<file path="src/rtl/pphy_pkg.sv">
package pphy_pkg;

  localparam int LANES      = 4;
  localparam int LANE_W     = 16;
  localparam int DATA_W     = LANES * LANE_W;
  localparam int LANE_IDX_W = $clog2(LANES);
  localparam int STEP_W     = 4;

  localparam logic [4:0] WIN_PAGE  = 5'd16;
  localparam logic [4:0] WIN_CTRL  = 5'd17;
  localparam logic [4:0] WIN_DATA0 = 5'd24;

  localparam logic [1:0] CODE_IDLE  = 2'd0;
  localparam logic [1:0] CODE_WRITE = 2'd1;
  localparam logic [1:0] CODE_READ  = 2'd2;

  typedef enum logic [1:0] {
    ST_IDLE,
    ST_PREP,
    ST_ISSUE,
    ST_WAIT
  } seq_state_e;

  typedef enum logic [1:0] {
    STEP_CMD,
    STEP_POLL,
    STEP_LANE
  } step_kind_e;

  typedef struct packed {
    logic                  wr;
    logic [4:0]            regnum;
    logic [LANE_W-1:0]     wdata;
    step_kind_e            kind;
    logic                  last;
    logic [LANE_IDX_W-1:0] lane;
  } step_t;

endpackage

</file>
<file path="src/rtl/pphy_step_rom.sv">
module pphy_step_rom
  import pphy_pkg::*;
(
  input  logic              is_write,
  input  logic [7:0]        page,
  input  logic [7:0]        offset,
  input  logic [DATA_W-1:0] wdata,
  input  logic [STEP_W-1:0] step,
  output step_t             step_o
);

  logic [STEP_W-1:0] rel_wr;
  logic [STEP_W-1:0] rel_rd;

  always_comb begin
    rel_wr = step - STEP_W'(2);
    rel_rd = step - STEP_W'(4);
    step_o        = '0;
    step_o.wr     = 1'b1;
    step_o.regnum = WIN_CTRL;
    step_o.wdata  = {offset, 6'd0, CODE_IDLE};
    step_o.kind   = STEP_CMD;
    if (is_write) begin
      case (step)
        4'd0: begin
          step_o.regnum = WIN_PAGE;
          step_o.wdata  = {page, 7'd0, 1'b1};
        end
        4'd1: ;
        4'd2, 4'd3, 4'd4, 4'd5: begin
          step_o.lane   = rel_wr[LANE_IDX_W-1:0];
          step_o.regnum = WIN_DATA0 + 5'(rel_wr[LANE_IDX_W-1:0]);
          step_o.wdata  = wdata[int'(rel_wr[LANE_IDX_W-1:0])*LANE_W +: LANE_W];
        end
        4'd6: step_o.wdata = {offset, 6'd0, CODE_WRITE};
        default: begin
          step_o.wr    = 1'b0;
          step_o.wdata = '0;
          step_o.kind  = STEP_POLL;
          step_o.last  = 1'b1;
        end
      endcase
    end else begin
      case (step)
        4'd0: begin
          step_o.regnum = WIN_PAGE;
          step_o.wdata  = {page, 7'd0, 1'b1};
        end
        4'd1: ;
        4'd2: step_o.wdata = {offset, 6'd0, CODE_READ};
        4'd3: begin
          step_o.wr    = 1'b0;
          step_o.wdata = '0;
          step_o.kind  = STEP_POLL;
        end
        4'd4, 4'd5, 4'd6, 4'd7: begin
          step_o.wr     = 1'b0;
          step_o.wdata  = '0;
          step_o.kind   = STEP_LANE;
          step_o.lane   = rel_rd[LANE_IDX_W-1:0];
          step_o.regnum = WIN_DATA0 + 5'(rel_rd[LANE_IDX_W-1:0]);
        end
        default: begin
          step_o.wdata = '0;
          step_o.last  = 1'b1;
        end
      endcase
    end
  end

endmodule

</file>
<file path="src/rtl/pphy_poll_ctr.sv">
module pphy_poll_ctr #(
  parameter int LIMIT = 16
) (
  input  logic clk,
  input  logic rst,
  input  logic clear,
  input  logic bump,
  output logic at_limit
);

  localparam int CNT_W = $clog2(LIMIT + 1);

  logic [CNT_W-1:0] cnt_q;

  always_ff @(posedge clk) begin
    if (rst || clear) begin
      cnt_q <= '0;
    end else if (bump && !at_limit) begin
      cnt_q <= cnt_q + CNT_W'(1);
    end
  end

  assign at_limit = (cnt_q == CNT_W'(LIMIT - 1));

endmodule

</file>
<file path="src/rtl/pphy_lane_gather.sv">
module pphy_lane_gather
  import pphy_pkg::*;
(
  input  logic                  clk,
  input  logic                  rst,
  input  logic                  clear,
  input  logic                  capture,
  input  logic [LANE_IDX_W-1:0] lane,
  input  logic [LANE_W-1:0]     din,
  output logic [DATA_W-1:0]     dout
);

  for (genvar g = 0; g < LANES; g++) begin : g_lane
    logic [LANE_W-1:0] lane_q;
    always_ff @(posedge clk) begin
      if (rst || clear) begin
        lane_q <= '0;
      end else if (capture && lane == LANE_IDX_W'(g)) begin
        lane_q <= din;
      end
    end
    assign dout[g*LANE_W +: LANE_W] = lane_q;
  end

endmodule

</file>
<file path="src/rtl/pphy_access_seq.sv">
module pphy_access_seq
  import pphy_pkg::*;
#(
  parameter int         POLL_LIMIT = 16,
  parameter logic [4:0] PORT_ADDR  = 5'h1E
) (
  input  logic              clk,
  input  logic              rst,
  input  logic              req_valid,
  output logic              req_ready,
  input  logic              req_write,
  input  logic [7:0]        req_page,
  input  logic [7:0]        req_offset,
  input  logic [DATA_W-1:0] req_wdata,
  output logic              done,
  output logic              err,
  output logic [DATA_W-1:0] rdata,
  output logic              cmd_valid,
  input  logic              cmd_ready,
  output logic              cmd_write,
  output logic [4:0]        cmd_port,
  output logic [4:0]        cmd_regnum,
  output logic [LANE_W-1:0] cmd_wdata,
  input  logic              rsp_valid,
  input  logic [LANE_W-1:0] rsp_rdata
);

  seq_state_e        state_q;
  logic              op_write_q;
  logic [7:0]        page_q;
  logic [7:0]        offset_q;
  logic [DATA_W-1:0] wdata_q;
  logic [STEP_W-1:0] step_q;
  step_t             cur;

  logic accept, rsp_take, poll_ok, poll_bump, poll_at_limit;
  logic lane_cap, finish_ok, finish_err, advance, retry;
  logic [DATA_W-1:0] gathered;

  pphy_step_rom u_rom (
    .is_write (op_write_q),
    .page     (page_q),
    .offset   (offset_q),
    .wdata    (wdata_q),
    .step     (step_q),
    .step_o   (cur)
  );

  always_comb begin
    accept     = req_valid && (state_q == ST_IDLE);
    rsp_take   = (state_q == ST_WAIT) && rsp_valid;
    poll_ok    = (rsp_rdata[1:0] == CODE_IDLE);
    poll_bump  = rsp_take && (cur.kind == STEP_POLL) && !poll_ok;
    lane_cap   = rsp_take && (cur.kind == STEP_LANE);
    finish_ok  = rsp_take && cur.last && ((cur.kind != STEP_POLL) || poll_ok);
    finish_err = poll_bump && poll_at_limit;
    advance    = rsp_take && !cur.last && ((cur.kind != STEP_POLL) || poll_ok);
    retry      = poll_bump && !poll_at_limit;
  end

  pphy_poll_ctr #(.LIMIT(POLL_LIMIT)) u_poll (
    .clk      (clk),
    .rst      (rst),
    .clear    (accept),
    .bump     (poll_bump),
    .at_limit (poll_at_limit)
  );

  pphy_lane_gather u_gather (
    .clk     (clk),
    .rst     (rst),
    .clear   (accept),
    .capture (lane_cap),
    .lane    (cur.lane),
    .din     (rsp_rdata),
    .dout    (gathered)
  );

  always_ff @(posedge clk) begin
    if (rst) begin
      state_q    <= ST_IDLE;
      op_write_q <= 1'b0;
      page_q     <= '0;
      offset_q   <= '0;
      wdata_q    <= '0;
      step_q     <= '0;
      cmd_valid  <= 1'b0;
      cmd_write  <= 1'b0;
      cmd_regnum <= '0;
      cmd_wdata  <= '0;
      done       <= 1'b0;
      err        <= 1'b0;
      rdata      <= '0;
    end else begin
      done <= 1'b0;
      err  <= 1'b0;
      case (state_q)
        ST_IDLE: begin
          if (accept) begin
            op_write_q <= req_write;
            page_q     <= req_page;
            offset_q   <= req_offset;
            wdata_q    <= req_wdata;
            step_q     <= '0;
            state_q    <= ST_PREP;
          end
        end
        ST_PREP: begin
          cmd_write  <= cur.wr;
          cmd_regnum <= cur.regnum;
          cmd_wdata  <= cur.wr ? cur.wdata : '0;
          cmd_valid  <= 1'b1;
          state_q    <= ST_ISSUE;
        end
        ST_ISSUE: begin
          if (cmd_ready) begin
            cmd_valid <= 1'b0;
            state_q   <= ST_WAIT;
          end
        end
        ST_WAIT: begin
          if (finish_ok || finish_err) begin
            done    <= 1'b1;
            err     <= finish_err;
            rdata   <= finish_err ? '0 : gathered;
            state_q <= ST_IDLE;
          end else if (advance) begin
            step_q  <= step_q + STEP_W'(1);
            state_q <= ST_PREP;
          end else if (retry) begin
            state_q <= ST_PREP;
          end
        end
        default: state_q <= ST_IDLE;
      endcase
    end
  end

  assign req_ready = (state_q == ST_IDLE);
  assign cmd_port  = PORT_ADDR;

endmodule

</file>
<file path="config.mk">
export PLATFORM = sky130hd
export DESIGN_NAME = pphy_access_seq
export DESIGN_NICKNAME = d
export VERILOG_FILES = /design/src/rtl/pphy_pkg.sv /design/src/rtl/pphy_step_rom.sv /design/src/rtl/pphy_poll_ctr.sv /design/src/rtl/pphy_lane_gather.sv /design/src/rtl/pphy_access_seq.sv
export SDC_FILE = /design/constraint.sdc
export NUM_CORES = 1
export LEC_CHECK = 0
export ABC_AREA = 0
export BUFFER_PORTS_ARGS = -buffer_cell sky130_fd_sc_hd__buf_2
export CAP_MARGIN = 0
export CORE_MARGIN = 1
export CORE_UTILIZATION = 35
export CTS_CLUSTER_SIZE = 8
export DETAILED_ROUTE_END_ITERATION = 16
export GPL_ROUTABILITY_DRIVEN = 0
export PLACE_DENSITY = 0.59
export REMOVE_ABC_BUFFERS = 1
export SYNTH_ARGS = -nofsm -noshare
export SYNTH_HDL_FRONTEND = slang
export SYNTH_HIERARCHICAL = 1
export SYNTH_SLANG_ARGS = --single-unit
</file>
<file path="constraint.sdc">
create_clock -name clk -period 2.3 [get_ports clk]
set_input_delay 0.345 -clock clk [delete_from_list [all_inputs] [get_ports clk]]
set_output_delay 0.345 -clock clk [all_outputs]
set_load 0.005 [all_outputs]
</file>
======== Yosys cells after proc, flatten, opt, wreduce, memory -nomap -nowiden ========
Cells that the tools add are included.
Widths: inputs -> output; s select.
operators by class
  equal/unequal tests ..................... 22
  muxes and demuxes ....................... 27
  shift operators ......................... 1
  bitwise gates (word level) .............. 2
  reductions and logical operators ........ 39
  add/subtract/negate cells ............... 6
operators by type and width
  kind                 number
  $mux 64              1
  $pmux 16 s4          1
  $shiftx 64x7->16     1
  $pmux 16 s3          1
  $mux 27              1
  $pmux 5 s2           2
  $eq 4x3->1 const B   4
  $mux 16              1
  $mux 2               8
  $logic_and 1x1->1    15
  $mux 4               3
  $add 4x3->5 const A  2
  $eq 2x2->1 const B   5
  $eq 4x2->1 const B   2
  $pmux 2 s4           1
  $pmux 4 s2           1
  $reduce_or 4->1      2
  $reduce_or 8->1      1
  $reduce_or 7->1      1
  $eq 2x1->1 const B   3
  $logic_not 2->1      3
  $ne 2x2->1 const B   3
  $reduce_and 2->1     3
  $add 5x1->5 const B  1
  other kinds (20)     31
word-level totals
  input bits .............................. 102
  register bits after elaboration ......... 245
  output and inout port bits .............. 95
  word-level logic and storage cells ...... 115

======== Longest topological paths before layout ========
  word-level depth ........................ 12
  depth in mapped cells ................... 12
  mapped depth without buffers ............ 9

======== Modules after synthesis ========
The synthesis kept the hierarchy.
by module, submodules not included
  module            sequential area each (um2)  cells each  area an instance (um2)  times used
  pphy_access_seq   3523.4                      644         6119.6                  1
  pphy_lane_gather  1281.2                      237         2831.5                  1
  pphy_step_rom     0.0                         148         1193.6                  1
  pphy_poll_ctr     100.1                       26          241.5                   1

======== Worst setup path after synthesis ========
OpenSTA, ideal clock, no wires.
  path type ............................... register to register
  from .................................... register step_q[2]
  to ...................................... register rdata[10]
  setup slack ............................. -0.164 ns
  period minus slack after synthesis ...... 2.464 ns
  required time ........................... 2.183 ns
  stages on the path, launching flop included .. 12
  setup time .............................. 0.117 ns
  buffers on the path ..................... 4
  data arrival time ....................... 2.347 ns
  path through ............................ dfxtp_1 -> buf_6 -> clkbuf_2 -> or3_1 -> a21oi_1 -> a21o_1 -> nor2b_1 -> nand3_1 -> a21o_1 -> buf_6 -> buf_6 -> a32o_1
RTL lines
  what                    line                    text
  from (decl)             pphy_access_seq.sv:33   logic [STEP_W-1:0] step_q;
  from (signal assigned)  pphy_access_seq.sv:128  step_q <= step_q + STEP_W'(1);
  to (signal assigned)    pphy_access_seq.sv:125  rdata <= finish_err ? '0 : gathered;
  to (decl)               pphy_access_seq.sv:17   output logic [DATA_W-1:0] rdata,

==> metrics.md <==
| Metric | Value |
|---|---|
| Synth area leaders | dfxtp_1 (47%), mux2i_1 (9.2%), nand2_1 (6.6%) |
| Peak supply drop | 462 uV |
| CTS max path bufs | 3 |
| Initial antenna violation count | 1 |
| Synth Register Bits | 245 |
| Clock skew | 14.4 ps |
| Post-DRT Antenna Nets | 0 |
| CP delay by family, top | compound AO/OA/AOI/OAI gates |
| Area Overhead vs Synth | 22.4% |
| Tot Pwr | 11.5 mW |
| R2r setup slk | 130 ps |
| Initial Utilization | 0.359 |
| R2R cell count | 9 |
| Worst Path Class, Setup | flop to flop |
| Crit path cell chain | or3_1 > a21oi_2 > a21o_1 > nor2b_1 > buf_4 > nand3_1 > a21o_4 > buf_12 > a32o_1 |
| Crit path buffers/inverters | 2 |
| Cells after synthesis | 1,055 |
| Pin count of the biggest net entering global routing | 98 |
| Crit Reg-Reg Startpoint | step_q[3] |
| CTS Hold Bufs | 0 |
| Slew Viols, Final | 0 |
| Final Hold Vio Count | 0 |
| R2R Path End | rdata[62] |
| Synth warnings | 6 |
| Pre-Repair DR Iteration Count | 5 |
| Post-Place Cell Area | 11,700 um2 |
| Ys async rst share | 0 |
| All-Layer GR Usage | 0.178 |
| EDFF count, synth | 0 |
| Required time of the critical path | 2700 ps |
| Max Fclk | 460 MHz |
| Post-DP HPWL | 17,400 um |
| Slowest CP cell | or3_1 |
| Clock root buffer | clkbuf_16 |
| Hold Crit Depth | 3 |
| Die ar. | 30,400 um2 |
| Layout cells sized above 1 | 0.257 |
| WL per Instance | 17.1 um |
| Num CTS Buffers | 36 |
| Die X | 174 um |
| Max incr delay on CP | 380 ps |
| Commonest non-fill, non-tap cell in the layout | dfxtp_1 |
| Max H-tree Level | 2 |
| Hold Path Origin | req_wdata[18] |
| Core area | 28,900 um2 |
| CTS clk-pin slew, worst paths | 50 ps |
| Final Cycle Share | 0.945 |
| Status | finished clean |
| Rows | 62 |
| Worst-Margin Slew | 970 ps |
| Most Crowded Layer GR | met2 |
| Netlist Area Pre-Place | 10,400 um2 |
| Ports | 197 |
| Final wirelength | 27,600 um |
| Register area share after synthesis | 0.472 |
| Final instance area | 12,700 um2 |
| Final net count | 1,335 |
| Vias in the first global route | 8,154 |
| Vias per inst | 5.19 |
| GR met1 Demand/Resource | 0.242 |
| # setup viols final | 0 |
| Number of vias in the routed layout | 8,372 |
| Slew headroom | 0.350 |
| CP Data Arrival Time | 2570 ps |
| First-pass GRT wire length | 43,600 um |
| CTS tree | done |
| Cell Pwr Density | 902 nW/um2 |
| Yosys top cell by area | dfxtp_1 |
| Post-layout min period | 2170 ps |
| Port Buffers | 191 |
| Top cell type's share of synthesized area | 0.472 |
| # clock sinks | 245 |
| Top_reg_cell synth | dfxtp_1 |
| Ant diodes | 0 |
| Most frequent cells in the layout | dfxtp_1 (244), buf_2 (190), nand2_1 (181) |
| Remaining global-route overflow | 0 |
| Grt met2 use | 0.283 |
| Distinct cell type count after synthesis | 67 |
| Leakage power | 5.31 nW |
| Syn avg cell area | 9.84 um2 |
| Worst hold path class | input port to flop |
| Remaining DRCs | 0 |
| Worst Setup SP | step_q[3] |
| Crit start category | flop |
| Worst setup EP type | flop |
| Chip height | 174 um |
| WHS Endpoint | wdata_q[18] |
| Crit path max fanout | 23 |
| Skew-Pair Late Insertion Delay | 510 ps |
| Iteration-0 DRC count of the detailed router | 621 |
| Grt met3 use | 0.0381 |
| Max-cap viol count | 0 |
## power by group
group	internal, mW	switching [mW]
sequential	4.58	0.183
clock	2.78	1.81
combinational	0.773	1.35
total	8.13	3.34
## worst min-delay path, delay by kind of cell
| family | cells | cell delay [ps] |
|---|---|---|
| simple gates | 1 | 50 |
| buf+inv | 1 | 90 |
| compound gates | 1 | 50 |
## through the flow
stage,TNS (ps),hold WS (ps),std cells,util,setup slack (ps)
6_report,0,76.6,1612,0.439,126
5_1_grt,-64.3,68.7,1612,0.439,-8.09
4_1_cts,0,54.9,1611,0.438,49.4
3_5_place_dp,0,443,1571,0.405,83.0
3_3_place_gp,0,438,1571,0.405,96.1
2_1_floorplan,-346520,414,958,-,-1750
## repair_timing
action / CTS / global route
gates resized for setup: 0 / 5
setup endpoints to repair: 0 / 74
setup buffers: 0 / 1
## cell families after synthesis
kind of cell	synth area share
AOI/OAI and AO/OA	0.156
buffers and inverters	0.0571
and+or+nand+nor	0.193
DFF	0.472
xor gates and xnor gates	0.00422
adders and majority gates	0.00843
other	0.00145
muxes	0.107
## cell usage after synthesis (13+ instances only)
cell        n
a21oi_1    91
a22oi_1    16
a32o_1     64
buf_2      20
buf_6      13
clkbuf_1   41
dfxtp_1   245
mux2i_1    95
nand2_1   182
nor2_1     42
o22ai_1    16
or3b_1     65
or3b_4     16
## registers in the layout, indices dropped and copies added (netlist names), 2 cells and up
register                flops
state_q                     2
step_q                      4
cmd_regnum                  5
cmd_wdata                  16
rdata                      64
u_gather/g_lane.lane_q     64
u_poll/cnt_q                5
page_q                      8
offset_q                    8
wdata_q                    64
## routing by layer
| metal | wire length [um] | vias to the layer above |
|---|---|---|
| met1 | 12800 | 3950 |
| met5 | 9 | - |
| li1 | - | 4093 |
| met3 | 1890 | 46 |
| met4 | 483 | 2 |
| met2 | 12400 | 281 |
## how the worst max path moves through the flow
| stage | to | slack [ps] | depth (start not counted) |
|---|---|---|---|
| final | rdata[62] | 130 | 9 |
| after global routing | rdata[54] | -8 | 9 |
| after CTS | u_gather/g_lane[0].lane_q[5] | 50 | 6 |
| after detailed placement | u_gather/g_lane[0].lane_q[0] | 80 | 6 |
| after global placement | rdata[44] | 100 | 9 |
| after floorplan | u_gather/g_lane[2].lane_q[0] | -1750 | 6 |
## cell type report
| cell class | count | area, um2 |
|---|---|---|
| fill | 2787 | 16200 |
| multi-input combinational | 705 | 4930 |
| sequential | 245 | 4910 |
| timing repair buffer | 230 | 1420 |
| clock buffer | 36 | 901 |
| tap | 384 | 480 |
| clock inverter | 4 | 50.0 |
| inverter | 8 | 32.5 |
No activity file was read; power rests on OpenSTA's default activity.
